--- src/rtl/mgmt_bridge_pkg.sv ---
package mgmt_bridge_pkg;

  localparam int MDEV_W = 5;
  localparam int MREG_W = 5;

  // window offsets; the data slices are consecutive from OFS_DATA0
  localparam logic [MREG_W-1:0] OFS_PAGE  = 5'h10;
  localparam logic [MREG_W-1:0] OFS_CMD   = 5'h11;
  localparam logic [MREG_W-1:0] OFS_DATA0 = 5'h18;

  // command bit positions
  localparam int CMD_WR_BIT = 0;
  localparam int CMD_RD_BIT = 1;

  typedef enum logic [1:0] {
    ACC_IDLE  = 2'd0,
    ACC_WRITE = 2'd1,
    ACC_READ  = 2'd2
  } acc_state_e;

endpackage

--- src/rtl/mgmt_win_decode.sv ---
module mgmt_win_decode
  import mgmt_bridge_pkg::*;
#(
  parameter logic [MDEV_W-1:0] DEV_ADDR = 5'h1E,
  parameter int                NSLICE   = 4
) (
  input  logic              req_i,
  input  logic              we_i,
  input  logic [MDEV_W-1:0] dev_i,
  input  logic [MREG_W-1:0] reg_i,
  output logic              sel_page_o,
  output logic              sel_cmd_o,
  output logic [NSLICE-1:0] sel_slice_o,
  output logic              wr_page_o,
  output logic              wr_cmd_o,
  output logic [NSLICE-1:0] wr_slice_o
);

  logic hit;
  logic wr_en;

  assign hit   = (dev_i == DEV_ADDR);
  assign wr_en = req_i && we_i;

  assign sel_page_o = hit && (reg_i == OFS_PAGE);
  assign sel_cmd_o  = hit && (reg_i == OFS_CMD);
  assign wr_page_o  = wr_en && sel_page_o;
  assign wr_cmd_o   = wr_en && sel_cmd_o;

  for (genvar i = 0; i < NSLICE; i++) begin : g_slice
    assign sel_slice_o[i] = hit && (reg_i == MREG_W'(OFS_DATA0 + i));
    assign wr_slice_o[i]  = wr_en && sel_slice_o[i];
  end

endmodule

--- src/rtl/mgmt_page_cfg.sv ---
module mgmt_page_cfg #(
  parameter int WIN_W  = 16,
  parameter int PAGE_W = 8
) (
  input  logic              clk_i,
  input  logic              rst_ni,
  input  logic              wr_i,
  input  logic [WIN_W-1:0]  wdata_i,
  output logic [PAGE_W-1:0] page_o,
  output logic              en_o
);

  always_ff @(posedge clk_i or negedge rst_ni) begin
    if (!rst_ni) begin
      page_o <= '0;
      en_o   <= 1'b0;
    end else if (wr_i) begin
      page_o <= wdata_i[8 +: PAGE_W];
      en_o   <= wdata_i[0];
    end
  end

endmodule

--- src/rtl/mgmt_data_latch.sv ---
module mgmt_data_latch #(
  parameter int DATA_W  = 64,
  parameter int SLICE_W = 16,
  localparam int NSLICE = DATA_W / SLICE_W
) (
  input  logic               clk_i,
  input  logic               rst_ni,
  input  logic [NSLICE-1:0]  wr_slice_i,
  input  logic [SLICE_W-1:0] wdata_i,
  input  logic               load_i,
  input  logic [DATA_W-1:0]  rdata_i,
  output logic [DATA_W-1:0]  data_o
);

  for (genvar i = 0; i < NSLICE; i++) begin : g_slice
    always_ff @(posedge clk_i or negedge rst_ni) begin
      if (!rst_ni) begin
        data_o[i*SLICE_W +: SLICE_W] <= '0;
      end else if (load_i) begin
        // read result wins over a host slice write in the same cycle
        data_o[i*SLICE_W +: SLICE_W] <= rdata_i[i*SLICE_W +: SLICE_W];
      end else if (wr_slice_i[i]) begin
        data_o[i*SLICE_W +: SLICE_W] <= wdata_i;
      end
    end
  end

endmodule

--- src/rtl/mgmt_access_seq.sv ---
module mgmt_access_seq
  import mgmt_bridge_pkg::*;
#(
  parameter int WIN_W  = 16,
  parameter int PAGE_W = 8,
  parameter int ADDR_W = 8
) (
  input  logic              clk_i,
  input  logic              rst_ni,
  input  logic              cmd_wr_i,
  input  logic [WIN_W-1:0]  wdata_i,
  input  logic [PAGE_W-1:0] page_i,
  input  logic              page_en_i,
  input  logic              bus_ready_i,
  output logic              bus_req_o,
  output logic              bus_we_o,
  output logic [PAGE_W-1:0] bus_page_o,
  output logic [ADDR_W-1:0] bus_addr_o,
  output logic              rd_busy_o,
  output logic              wr_busy_o,
  output logic              load_o
);

  acc_state_e state_q, state_d;
  logic [PAGE_W-1:0] page_q;
  logic [ADDR_W-1:0] addr_q;
  logic start, done, want_rd, want_wr;

  assign want_rd = wdata_i[CMD_RD_BIT];
  assign want_wr = wdata_i[CMD_WR_BIT];
  assign start   = cmd_wr_i && page_en_i && (state_q == ACC_IDLE) && (want_rd || want_wr);
  assign done    = (state_q != ACC_IDLE) && bus_ready_i;

  always_comb begin
    state_d = state_q;
    if (start) begin
      state_d = want_rd ? ACC_READ : ACC_WRITE;
    end else if (done) begin
      state_d = ACC_IDLE;
    end
  end

  always_ff @(posedge clk_i or negedge rst_ni) begin
    if (!rst_ni) begin
      state_q <= ACC_IDLE;
      page_q  <= '0;
      addr_q  <= '0;
    end else begin
      state_q <= state_d;
      if (start) begin
        page_q <= page_i;
        addr_q <= wdata_i[8 +: ADDR_W];
      end
    end
  end

  assign bus_req_o  = (state_q != ACC_IDLE);
  assign bus_we_o   = (state_q == ACC_WRITE);
  assign bus_page_o = page_q;
  assign bus_addr_o = addr_q;
  assign rd_busy_o  = (state_q == ACC_READ);
  assign wr_busy_o  = (state_q == ACC_WRITE);
  assign load_o     = done && (state_q == ACC_READ);

endmodule

--- src/rtl/mgmt_page_bridge.sv ---
module mgmt_page_bridge
  import mgmt_bridge_pkg::*;
#(
  parameter logic [4:0] DEV_ADDR = 5'h1E,
  parameter int         DATA_W   = 64,
  parameter int         WIN_W    = 16,
  parameter int         PAGE_W   = 8,
  parameter int         ADDR_W   = 8
) (
  input  logic              clk_i,
  input  logic              rst_ni,
  input  logic              mgmt_req_i,
  input  logic              mgmt_we_i,
  input  logic [4:0]        mgmt_dev_i,
  input  logic [4:0]        mgmt_reg_i,
  input  logic [WIN_W-1:0]  mgmt_wdata_i,
  output logic [WIN_W-1:0]  mgmt_rdata_o,
  output logic              bus_req_o,
  output logic              bus_we_o,
  output logic [PAGE_W-1:0] bus_page_o,
  output logic [ADDR_W-1:0] bus_addr_o,
  output logic [DATA_W-1:0] bus_wdata_o,
  input  logic [DATA_W-1:0] bus_rdata_i,
  input  logic              bus_ready_i
);

  localparam int NSLICE = DATA_W / WIN_W;

  logic              sel_page, sel_cmd, wr_page, wr_cmd;
  logic [NSLICE-1:0] sel_slice, wr_slice;
  logic [PAGE_W-1:0] page_q;
  logic              page_en;
  logic              rd_busy, wr_busy, load;
  logic [DATA_W-1:0] data_q;
  logic [WIN_W-1:0]  page_rb, cmd_rb;

  mgmt_win_decode #(
    .DEV_ADDR (DEV_ADDR),
    .NSLICE   (NSLICE)
  ) u_decode (
    .req_i       (mgmt_req_i),
    .we_i        (mgmt_we_i),
    .dev_i       (mgmt_dev_i),
    .reg_i       (mgmt_reg_i),
    .sel_page_o  (sel_page),
    .sel_cmd_o   (sel_cmd),
    .sel_slice_o (sel_slice),
    .wr_page_o   (wr_page),
    .wr_cmd_o    (wr_cmd),
    .wr_slice_o  (wr_slice)
  );

  mgmt_page_cfg #(
    .WIN_W  (WIN_W),
    .PAGE_W (PAGE_W)
  ) u_page (
    .clk_i   (clk_i),
    .rst_ni  (rst_ni),
    .wr_i    (wr_page),
    .wdata_i (mgmt_wdata_i),
    .page_o  (page_q),
    .en_o    (page_en)
  );

  mgmt_access_seq #(
    .WIN_W  (WIN_W),
    .PAGE_W (PAGE_W),
    .ADDR_W (ADDR_W)
  ) u_seq (
    .clk_i       (clk_i),
    .rst_ni      (rst_ni),
    .cmd_wr_i    (wr_cmd),
    .wdata_i     (mgmt_wdata_i),
    .page_i      (page_q),
    .page_en_i   (page_en),
    .bus_ready_i (bus_ready_i),
    .bus_req_o   (bus_req_o),
    .bus_we_o    (bus_we_o),
    .bus_page_o  (bus_page_o),
    .bus_addr_o  (bus_addr_o),
    .rd_busy_o   (rd_busy),
    .wr_busy_o   (wr_busy),
    .load_o      (load)
  );

  mgmt_data_latch #(
    .DATA_W  (DATA_W),
    .SLICE_W (WIN_W)
  ) u_latch (
    .clk_i      (clk_i),
    .rst_ni     (rst_ni),
    .wr_slice_i (wr_slice),
    .wdata_i    (mgmt_wdata_i),
    .load_i     (load),
    .rdata_i    (bus_rdata_i),
    .data_o     (data_q)
  );

  assign bus_wdata_o = data_q;

  always_comb begin
    page_rb = '0;
    page_rb[8 +: PAGE_W] = page_q;
    page_rb[0] = page_en;
    cmd_rb = '0;
    cmd_rb[8 +: ADDR_W] = bus_addr_o;
    cmd_rb[CMD_RD_BIT] = rd_busy;
    cmd_rb[CMD_WR_BIT] = wr_busy;
  end

  always_comb begin
    mgmt_rdata_o = '0;
    if (sel_page) mgmt_rdata_o = page_rb;
    if (sel_cmd)  mgmt_rdata_o = cmd_rb;
    for (int i = 0; i < NSLICE; i++) begin
      if (sel_slice[i]) mgmt_rdata_o = data_q[i*WIN_W +: WIN_W];
    end
  end

endmodule

--- config.mk ---
export PLATFORM = sky130hd
export DESIGN_NAME = mgmt_page_bridge
export DESIGN_NICKNAME = d
export VERILOG_FILES = /design/src/rtl/mgmt_bridge_pkg.sv /design/src/rtl/mgmt_win_decode.sv /design/src/rtl/mgmt_page_cfg.sv /design/src/rtl/mgmt_data_latch.sv /design/src/rtl/mgmt_access_seq.sv /design/src/rtl/mgmt_page_bridge.sv
export SDC_FILE = /design/constraint.sdc
export NUM_CORES = 1
export LEC_CHECK = 0
export ABC_CLOCK_PERIOD_IN_PS = 5200
export CAP_MARGIN = 20
export CORE_MARGIN = 2
export CORE_UTILIZATION = 41
export DETAILED_ROUTE_END_ITERATION = 12
export HOLD_SLACK_MARGIN = 0.15
export PLACE_DENSITY = 0.77
export SYNTH_ARGS = -nofsm -noshare
export SYNTH_HDL_FRONTEND = slang
export SYNTH_SLANG_ARGS = --single-unit
--- constraint.sdc ---
create_clock -name clk_i -period 5.2 [get_ports clk_i]
set_clock_uncertainty 0.1 [all_clocks]
set_input_delay 0.78 -clock clk_i [delete_from_list [all_inputs] [get_ports clk_i]]
set_output_delay 0.78 -clock clk_i [all_outputs]
set_load 0.02 [all_outputs]
; ---- Word-level counts from Yosys, hierarchy flattened
; Index checks and enable logic that the tools add are counted.
[totals]
ff_bits = 91
in_bits = 95
[classes]
reduce_logical = 26
mux = 17
eq_ne = 9
[ops]
columns = cell, count
row1 = $mux 16, 14
row2 = $eq 5x5->1 const B, 7
row3 = $logic_and 1x1->1, 18
row4 = $reduce_bool 2->1, 6
row5 = $mux 2, 3
row6 = $eq 2x1->1 const B, 1
row7 = $eq 2x2->1 const B, 1
row8 = $logic_not 2->1, 1
row9 = $logic_or 1x1->1, 1

; ---- Logic depth before layout (Yosys ltp)
; Gate-level depths: netlist of the first run.
[depth]
ltp_word = 8
ltp_mapped = 7
ltp_nobuf = 4

; ---- By module
; A second synthesis of the first run with hierarchy kept.
[hier_totals]
cells_unflattened = 464
area_unflattened_um2 = 4943.5
[by_module_without_submodules]
columns = mod, cells_per_inst, area_per_inst_um2, instances
row1 = mgmt_data_latch, 278, 2997.9, 1
row2 = mgmt_access_seq, 47, 772.0, 1
row3 = mgmt_page_bridge, 100, 670.6, 1
row4 = mgmt_page_cfg, 19, 371.6, 1
row5 = mgmt_win_decode, 20, 131.4, 1

; ---- Least setup slack after synthesis of the first run
; Ideal clock, no wire load.
[synth_path]
path_type = input port to output port
from = in mgmt_reg_i[2]
to = out mgmt_rdata_o[10]
cell_stages = 4
arrival_time_ns = 2.130
n_path_buf = 1
path_slack_ns = 2.190
cell_sequence = nand4b_4 -> or3_1 -> clkbuf_1 -> o21ai_0
[synth_between]
elab_chain_cells = 8
[synth_rtl]
columns = element, line
row1 = "start, declared", mgmt_page_bridge.sv:15  ; input logic [4:0] mgmt_reg_i,
row2 = $eq 5x5->1, mgmt_win_decode.sv:25  ; assign sel_page_o = hit && (reg_i == OFS_PAGE);
row3 = $logic_and 1x1->1, mgmt_win_decode.sv:25
row4 = $mux 16, mgmt_page_bridge.sv:113  ; if (sel_page) mgmt_rdata_o = page_rb;
row5 = $mux 16, mgmt_page_bridge.sv:114  ; if (sel_cmd) mgmt_rdata_o = cmd_rb;
row6 = $mux 16 (3 in series), mgmt_page_bridge.sv:116  ; if (sel_slice[i]) mgmt_rdata_o = data_q[i*WIN_W +: WIN_W];
row7 = $mux 16 *, mgmt_page_bridge.sv:116
row8 = "end, declared", mgmt_page_bridge.sv:17  ; output logic [WIN_W-1:0] mgmt_rdata_o,
; Every way passes the cells marked *; elsewhere a longest branch is shown, timed or not.

; ---- Worst setup path in the final report of the first run
[layout_path]
from = in mgmt_reg_i[1]
to = out mgmt_rdata_o[11]
; Same word-level chain as after synthesis.

==> flow_metrics.tcl, run 1 <==
set metrics [dict create \
    status "completed" \
    path_common_cell "clkdlybuf4s50_1" \
    ir_worst_vdd_uv 133.2 \
    worstMarginPinSlew_ps 814.6 \
    cts_made_buffers 9 \
    wl_per_cell_um 19.12 \
    dp_hpwl_mm 11.11 \
    final.min_clock_period_ps 4146 \
    vias 4367 \
    design.die.area_mm2 0.01235 \
    synth_edf_count 0 \
    report.final.slew_viol_count 0 \
    power_density_mw_per_mm2 270.1 \
    start_util_pct 41.56 \
    cp_max_fo 13 \
    portBuffers 192 \
    post_cts_buffers 0 \
    endpoint_kind "output pin" \
    cts-hold-fix-buffers 0 \
    drv_cap 0 \
    cp.required_ps 4320 \
    grt_pass1_vias 4462 \
    min_path_type "input pin to asynchronous set/reset pin" \
    start_kind "input pin" \
    synthArstFlopShare_pct 100.0 \
    rsz0062_at_grt "no" \
    routed_wl_mm 15.16 \
    antenna_found_initial 0 \
    drive_above_1_share_pct 10.92 \
    routabilityCongestion 0.8414 \
    fp-row-count 39 \
    p_leak_nw 3.150 \
    area_delta_synth_final_pct 49.39 \
    crit_chain "clkdlybuf4s50_1 > buf_4 > nand2_1 > or3_1 > o21ai_0 > clkdlybuf4s50_1" \
    cp.depth 6 \
    netlist.area_leader.share_pct 48.40 \
    syn_area_mm2 0.004705 \
    synth_fp_nets 559 \
    viasPerCell 5.507 \
    critPathBufInv 3 \
    clockRootBuffer "clkbuf_16" \
    path_class "input pin to output pin" \
    coreArea_mm2 0.01132 \
    fp.dieH_um 111.1 \
    antennaDiodeCount 0 \
    pin_count 193 \
    grt_pass1_wl_mm 24.01 \
    synth_area_leaders "dfrtp_1 48%, a21oi_1 14%, mux2i_1 5.5%, nor2_1 5.3%, mux2_2 3.8%" \
    dieWidth_um 111.1 \
    nets 740 \
    ys_seq_area_share_pct 48.40 \
    htreeDepth 3 \
    setup_violations 0 \
    stdcell_area_mm2 0.007028 \
    post_synth_num_cell_types 36 \
    worstRegToRegCells 6 \
    synthCells 464 \
    grt_overflow 0 \
    drc 0 \
    cts_resized 0 \
    fin_util_pct 62.08 \
    cts_buffer_depth 2 \
    tns_ps 0 \
    critPathSlowestCell "clkdlybuf4s50_1" \
    grt_max_degree 65 \
    cts.sinks 91 \
    drt_iter0_markers 248 \
    ys_ff_latch 91 \
    cts_tree "done" \
    hold_viol_final 0 \
    yosys_warnings 0 \
    critPathTopFamily "buffers and inverters" \
    post-route-period-util_pct 79.74 \
    max_stage_delay_ps 680 \
    clk_pin_slew_ps 70 \
    synth_ff_type "dfrtp_1" \
    syn-mean-instance-area_um2 10.14 \
    ant_nets 0 \
    globalRouteTotalUtil_pct 24.54 \
    relSlewSlack_pct 45.51 \
    synth_area_leader_cell "dfrtp_1" \
    timing.fmax_mhz 241.2 \
    crit_arrival_ps 3270 \
    power.total_mw 1.898 \
    placement.cell_area_mm2 0.006705 \
    dr.pass1.iters 5 \
    insertion_delay_ps 340 \
]
-- synth_stat cells, drive strengths merged (4+ instances only) --
| library cell | count |
|---|---|
| dfrtp | 91 |
| o22ai | 9 |
| mux2i | 26 |
| mux4 | 6 |
| buf | 23 |
| nor2 | 67 |
| o21ai | 12 |
| mux2 | 25 |
| clkbuf | 9 |
| nand3b | 4 |
| o41ai | 4 |
| and2 | 18 |
| nand2 | 12 |
| a21oi | 130 |
| and3 | 7 |
-- state kept, by name, indices dropped and copies added (netlist names) --
name              flops
u_page.page_o         8
u_seq.state_q         2
u_latch.data_o       64
u_page.en_o           1
u_seq.bus_addr_o      8
u_seq.bus_page_o      8
-- layer usage --
metal  global-route usage, %  vias to the layer above  part of all wire [%]
li1                        -                     2011                     -
met1                   30.84                     2140                    40
met2                   42.41                      202                    51
met3                   6.616                       14                   8.0
met4                   5.761                        0                   1.0
met5                       0                        -                     0
-- cells in the final DEF (no fill, tap or decap), types with 2 or more instances in the layout --
cell type / n
o41ai_4: 4
dfrtp_1: 91
nor2b_1: 3
clkdlybuf4s50_1: 190
nand3_1: 3
buf_4: 10
nand2_1: 11
a21oi_1: 130
mux2i_1: 26
mux2_4: 9
clkinv_2: 2
nand3b_1: 3
and2_1: 18
o21ai_0: 12
nor2_1: 67
and3_1: 6
clkinvlp_4: 2
mux2_2: 16
mux4_2: 6
o22ai_1: 9
inv_1: 3
clkbuf_16: 9
-- report_power, final --
part	internal (mW)	switching, mW	leakage (nW)
clock	0.385	0.276	0.145
sequential	0.765	0.0490	1.20
combinational	0.219	0.204	1.81
total	1.37	0.529	3.15
-- through the flow --
stage | hold WS, ps | setup slack (ps) | cells
after CTS | 352.8 | 1054 | 792
after detailed placement | 394.4 | 1084 | 776
after floorplan | 384.4 | 2190 | 464
final | 335.7 | 1054 | 793
after global placement | 394.4 | 1111 | 776
after global routing | 361.7 | 900.7 | 793
-- worst paths after layout --
path                                          start                   to  slack, ps
min in group clk_i              u_seq.bus_page_o[5]  u_seq.bus_page_o[5]        410
worst max-delay path                  mgmt_reg_i[1]     mgmt_rdata_o[11]       1050
worst max register to register     u_seq.state_q[0]   u_latch.data_o[12]       2990
worst min register to register  u_seq.bus_page_o[5]  u_seq.bus_page_o[5]        410
worst min-delay path                         rst_ni   u_latch.data_o[16]        340
max in group asynchronous                    rst_ni  u_seq.bus_addr_o[0]       3630
-- layout make-up --
cell class / count / area [µm²]
repair buffers: 202 / 2002
multi-input cells: 338 / 2256
fillers: 964 / 4293
clock inverters: 6 / 63.81
clock buffers: 10 / 239.0
well taps: 143 / 178.9
flip-flops and latches: 91 / 2277
inverters: 3 / 11.26
-- logic make-up after synthesis --
kind of cell	after synthesis	synth area share [%]
buf+inv	35	3.670
mux	57	15.11
simple gates	122	13.48
flops	91	48.40
compound gates	159	19.34
-- worst reg2reg max path, cell delays in order (launching register included) --
cell	delay [ps]
dfrtp_1	410
nand3b_1	490
buf_4	380
o41ai_4	160
buf_4	390
nor2_1	90
a21oi_1	120
Note: power is estimated with default switching activity, not from simulation.
==> run 2: changes to the inputs <==
Settings changed: ABC_CLOCK_PERIOD_IN_PS 5200 to 3700, CORE_UTILIZATION 41 to 39.
Clock period 5.2 ns to 3.7 ns, I/O delays scaled along.
==> run 2 against run 1 <==
Setup slack worse by 700 ps. First-iteration DRC count increased by 46%. Count of clock-buffer cells in the layout did not move. Sequential power grew 40%. Register-to-register slack got worse by 1500 ps. Die area up 4.9%. Non-clock buffer count up 7. Via count is 2.2% higher.
==> flow_metrics.tcl, run 2 (synthesis results as in run 1) <==
set metrics [dict create \
    fin_util_pct 59.60 \
    power_density_mw_per_mm2 384.6 \
    rsz0062_at_grt "no" \
    wl_per_cell_um 19.82 \
    post-route-period-util_pct 90.46 \
    crit_chain "clkdlybuf4s50_1 > nand4b_4 > or3_1 > o21ai_0 > clkdlybuf4s50_1" \
    grt_pass1_vias 4570 \
    status "completed" \
    clk_pin_slew_ps 60 \
    stdcell_area_mm2 0.007099 \
    insertion_delay_ps 330 \
    met2_length_mm 8.224 \
    routabilityCongestion 0.8831 \
    largest_reg_flops 64 \
    cts_resized 0 \
    cts-hold-fix-buffers 0 \
    p_leak_nw 3.195 \
    cp_max_fo 8 \
    htreeDepth 3 \
    critPathSlowestCell "clkdlybuf4s50_1" \
    antennaDiodeCount 0 \
    dr.pass1.iters 4 \
    timing.fmax_mhz 298.8 \
    worstMarginPinSlew_ps 1090 \
    setup_violations 0 \
    start_kind "input pin" \
    path_class "input pin to output pin" \
    final.min_clock_period_ps 3347 \
    critPathTopFamily "buffers and inverters" \
    post_cts_buffers 0 \
    report.final.slew_viol_count 0 \
    globalRouteTotalUtil_pct 24.84 \
    viasPerCell 5.559 \
    seq_area_mm2 0.002277 \
    drt_iter0_markers 361 \
    path_common_cell "clkdlybuf4s50_1" \
    clockRootBuffer "clkbuf_16" \
    portBuffers 192 \
    hold_viol_final 0 \
    vias 4464 \
    tns_ps 0 \
    coreArea_mm2 0.01191 \
    max_stage_delay_ps 650 \
    ir_worst_vdd_uv 209.6 \
    dieWidth_um 113.8 \
    pin_count 193 \
    wl_met1_mm 6.329 \
    cts_made_buffers 9 \
    antenna_found_initial 0 \
    worstRegToRegCells 6 \
    crit_arrival_ps 2690 \
    cp.depth 5 \
    relSlewSlack_pct 27.06 \
    grt_overflow 0 \
    placement.cell_area_mm2 0.006783 \
    r2r_slack_ps 1450 \
    regToRegEndpoint "u_latch.data_o[11]" \
    critPathBufInv 2 \
    endpoint_kind "output pin" \
    top_register "u_latch.data_o" \
    cp.required_ps 3040 \
    cts_tree "done" \
    grt_max_degree 70 \
    routed_wl_mm 15.92 \
    top_layer "met4" \
    drive_above_1_share_pct 11.74 \
    fp.dieH_um 113.8 \
    fp-row-count 40 \
    start_util_pct 39.50 \
    power.total_mw 2.730 \
    worstReg2RegStart "u_seq.state_q[0]" \
    drv_cap 0 \
    grt_pass1_wl_mm 24.63 \
    cts_buffer_depth 2 \
    cts.sinks 91 \
    nets 747 \
    fill_cells 1015 \
    area_delta_synth_final_pct 50.90 \
    multiInputGateArea_mm2 0.002256 \
    ant_nets 0 \
    met3_length_mm 1.102 \
    design.die.area_mm2 0.01296 \
    min_path_type "input pin to asynchronous set/reset pin" \
    mostFrequentLayoutCells "190 x clkdlybuf4s50_1, 130 x a21oi_1, 91 x dfrtp_1, 67 x nor2_1, 26 x mux2i_1" \
    final_common_cell "clkdlybuf4s50_1" \
    dp_hpwl_mm 11.54 \
    drc 0 \
]
## run 2: changes by cell type in the layout (fill, tap and decap cells not counted), sizes merged
cell	previous run	this run
inv	4	3
clkinvlp	2	1
buf	12	19
bufinv	1	2
## run 2: per-stage QoR
stage | hold slack (ps) | cells | worst slack (ps)
2_1_floorplan | 159.4 | 464 | 1140
3_3_place_gp | 397.3 | 788 | 441.0
3_5_place_dp | 400.4 | 788 | 364.3
4_1_cts | 271.9 | 803 | 361.3
5_1_grt | 305.4 | 803 | 280.2
6_report | 232.1 | 803 | 352.9
## run 2: how the worst max path moves through the flow
stage	startpoint	to	slack, ps
finish	mgmt_dev_i[4]	mgmt_rdata_o[11]	350
global route	mgmt_dev_i[3]	mgmt_rdata_o[11]	280
CTS	mgmt_dev_i[4]	mgmt_rdata_o[11]	360
detailed placement	mgmt_dev_i[4]	mgmt_rdata_o[15]	360
global placement	mgmt_dev_i[3]	mgmt_rdata_o[9]	440
floorplan	mgmt_reg_i[2]	mgmt_rdata_o[10]	1140
## run 2: per-layer routing
layer / vias to the layer above / track usage, %
met5: - / 0
li1: 2032 / -
met4: 0 / 7.886
met1: 2233 / 30.57
met3: 19 / 5.367
met2: 180 / 43.67
## run 2: power by group
| group | total (mW) | internal [mW] | switching (mW) |
|---|---|---|---|
| sequential | 1.14 | 1.07 | 0.0681 |
| clock | 0.986 | 0.604 | 0.381 |
| combinational | 0.601 | 0.312 | 0.289 |
## run 2: final cells by class
cell class / instances / area share (%)
Multi-Input combinational cell: 338 / 31.78
Inverter: 3 / 0.1586
Sequential cell: 91 / 32.08
Tap cell: 147 / 2.591
Clock inverter: 5 / 1.093
Clock buffer: 10 / 3.366
Timing Repair Buffer: 209 / 28.94
==> run 3: changes to the inputs <==
Settings changed: SLEW_MARGIN from default to 30.
==> run 3 against run 2 <==
Clock power about the same. Hold slack got worse by 110 ps. Core utilization increased by 0.23 points. Combinational power about the same. Sequential power about the same. Setup slack got worse by 8.3 ps. Global-route usage decreased by 0.11 points. Maximum frequency decreased by 0.25%. Count of clock-buffer cells in the layout increased by 2. Highest routed layer unchanged. Sequential share of layout area decreased by 0.12 points. Register-to-register slack about the same.
==> flow_metrics.tcl, run 3 (synthesis results as in run 1) <==
set metrics [dict create \
    area_delta_synth_final_pct 51.49 \
    path_class "input pin to output pin" \
    cts_buffer_depth 2 \
    wl_per_cell_um 19.76 \
    tns_ps 0 \
    grt_max_degree 70 \
    cp.required_ps 3040 \
    globalRouteTotalUtil_pct 24.73 \
    cp_max_fo 8 \
    post_cts_buffers 0 \
    fin_util_pct 59.83 \
    post-route-period-util_pct 90.69 \
    grt_pass1_wl_mm 24.63 \
    max_stage_delay_ps 650 \
    top_register "u_latch.data_o" \
    vias 4433 \
    min_path_type "input pin to asynchronous set/reset pin" \
    cts_made_buffers 9 \
    antennaDiodeCount 0 \
    crit_chain "clkdlybuf4s50_1 > nand4b_4 > or3_1 > o21ai_0 > clkdlybuf4s50_1" \
    cts.sinks 91 \
    portBuffers 192 \
    viasPerCell 5.507 \
    drc 0 \
    fp.dieH_um 113.8 \
    start_util_pct 39.50 \
    multiInputGateArea_mm2 0.002256 \
    start_kind "input pin" \
    fill_cells 1023 \
    final_common_cell "clkdlybuf4s50_1" \
    dr.pass1.iters 5 \
    report.final.slew_viol_count 0 \
    relSlewSlack_pct 49.45 \
    cts-hold-fix-buffers 0 \
    drv_cap 0 \
    final.min_clock_period_ps 3355 \
    worstMarginPinSlew_ps 758.3 \
    seq_area_mm2 0.002277 \
    insertion_delay_ps 330 \
    clockRootBuffer "clkbuf_16" \
    htreeDepth 3 \
    endpoint_kind "output pin" \
    dieWidth_um 113.8 \
    hold_slack_ps 123.0 \
    critPathBufInv 2 \
    routed_wl_mm 15.91 \
    design.die.area_mm2 0.01296 \
    clk_pin_slew_ps 60 \
    timing.fmax_mhz 298.0 \
    nets 748 \
    crit_arrival_ps 2700 \
    setup_violations 0 \
    drive_above_1_share_pct 11.85 \
    drt_iter0_markers 275 \
    hold_viol_final 0 \
    path_common_cell "clkdlybuf4s50_1" \
    antenna_found_initial 0 \
    p_leak_nw 3.207 \
    rsz0062_at_grt "no" \
    largest_reg_flops 64 \
    grt_pass1_vias 4581 \
    pin_count 193 \
    fp-row-count 40 \
    coreArea_mm2 0.01191 \
    critPathSlowestCell "clkdlybuf4s50_1" \
    ant_nets 0 \
    grt_overflow 0 \
    ir_worst_vdd_uv 204.5 \
    instances_no_fill 805 \
    mostFrequentLayoutCells "190 x clkdlybuf4s50_1, 130 x a21oi_1, 91 x dfrtp_1, 67 x nor2_1, 26 x mux2i_1" \
    cts_tree "done" \
    cts_resized 0 \
    power_density_mw_per_mm2 385.4 \
    dp_hpwl_mm 11.61 \
    status "completed" \
    critPathTopFamily "buffers and inverters" \
    place_inst 789 \
    routabilityCongestion 0.8831 \
]
==> run 3: cell types whose count changed in the layout (fill, tap and decap cells not counted), sizes merged <==
cell,before,now
clkbuf,10,12
buf,19,20
clkinv,2,1
==> run 3: layer usage <==
metal  global-route usage (%)  vias up  routed length (µm)
met1                    30.29     2198                6439
met2                    43.63      178                8010
li1                         -     2032                   -
met4                    8.049        0                 333
met3                    5.260       25                1122
met5                        0        -                   0
==> run 3: cell type report <==
cell class	count	share of cell area, %
multi-input combinational	338	31.65
sequential	91	31.95
tap	147	2.581
inverter	3	0.1580
clock buffer	12	3.599
timing repair buffer	210	29.04
clock inverter	4	1.018
==> run 3: where the power goes <==
group          switching, mW  leakage (nW)  total [mW]  internal [mW]
combinational          0.290          1.85       0.603          0.313
sequential            0.0681          1.20        1.14           1.07
clock                  0.372         0.159        1.00          0.628
total                  0.731          3.21        2.75           2.02
==> run 3: through the flow <==
step / setup WS (ps) / instance area, µm² / total power [mW]
3_5_place_dp: 362.7 / 6794 / 1.764
6_report: 344.6 / 7127 / 2.746
5_1_grt: 239.8 / 7127 / 2.859
2_1_floorplan: 1140 / 4705 / 1.407
3_3_place_gp: 441.0 / 6783 / 1.747
4_1_cts: 358.4 / 7123 / 2.766
==> run 3: worst reg2reg max path, stage by stage (launching register included) <==
cell and delay, ps:
dfrtp_1 420, nand3b_1 440, buf_4 370, o41ai_4 130
buf_6 240, buf_4 260, nor2_1 80, a21oi_1 140
==> run 3: final timing paths <==
path                       slack, ps                  end                 from  cells past startpoint
max                              340     mgmt_rdata_o[15]        mgmt_dev_i[4]                      5
min                              120   u_latch.data_o[44]               rst_ni                      1
max reg2reg                     1460   u_latch.data_o[15]     u_seq.state_q[0]                      7
min reg2reg                      410  u_seq.bus_page_o[2]  u_seq.bus_page_o[2]                      1
max in group asynchronous       2720   u_latch.data_o[48]               rst_ni                      2
min in group clk_i               410  u_seq.bus_page_o[2]  u_seq.bus_page_o[2]                      1
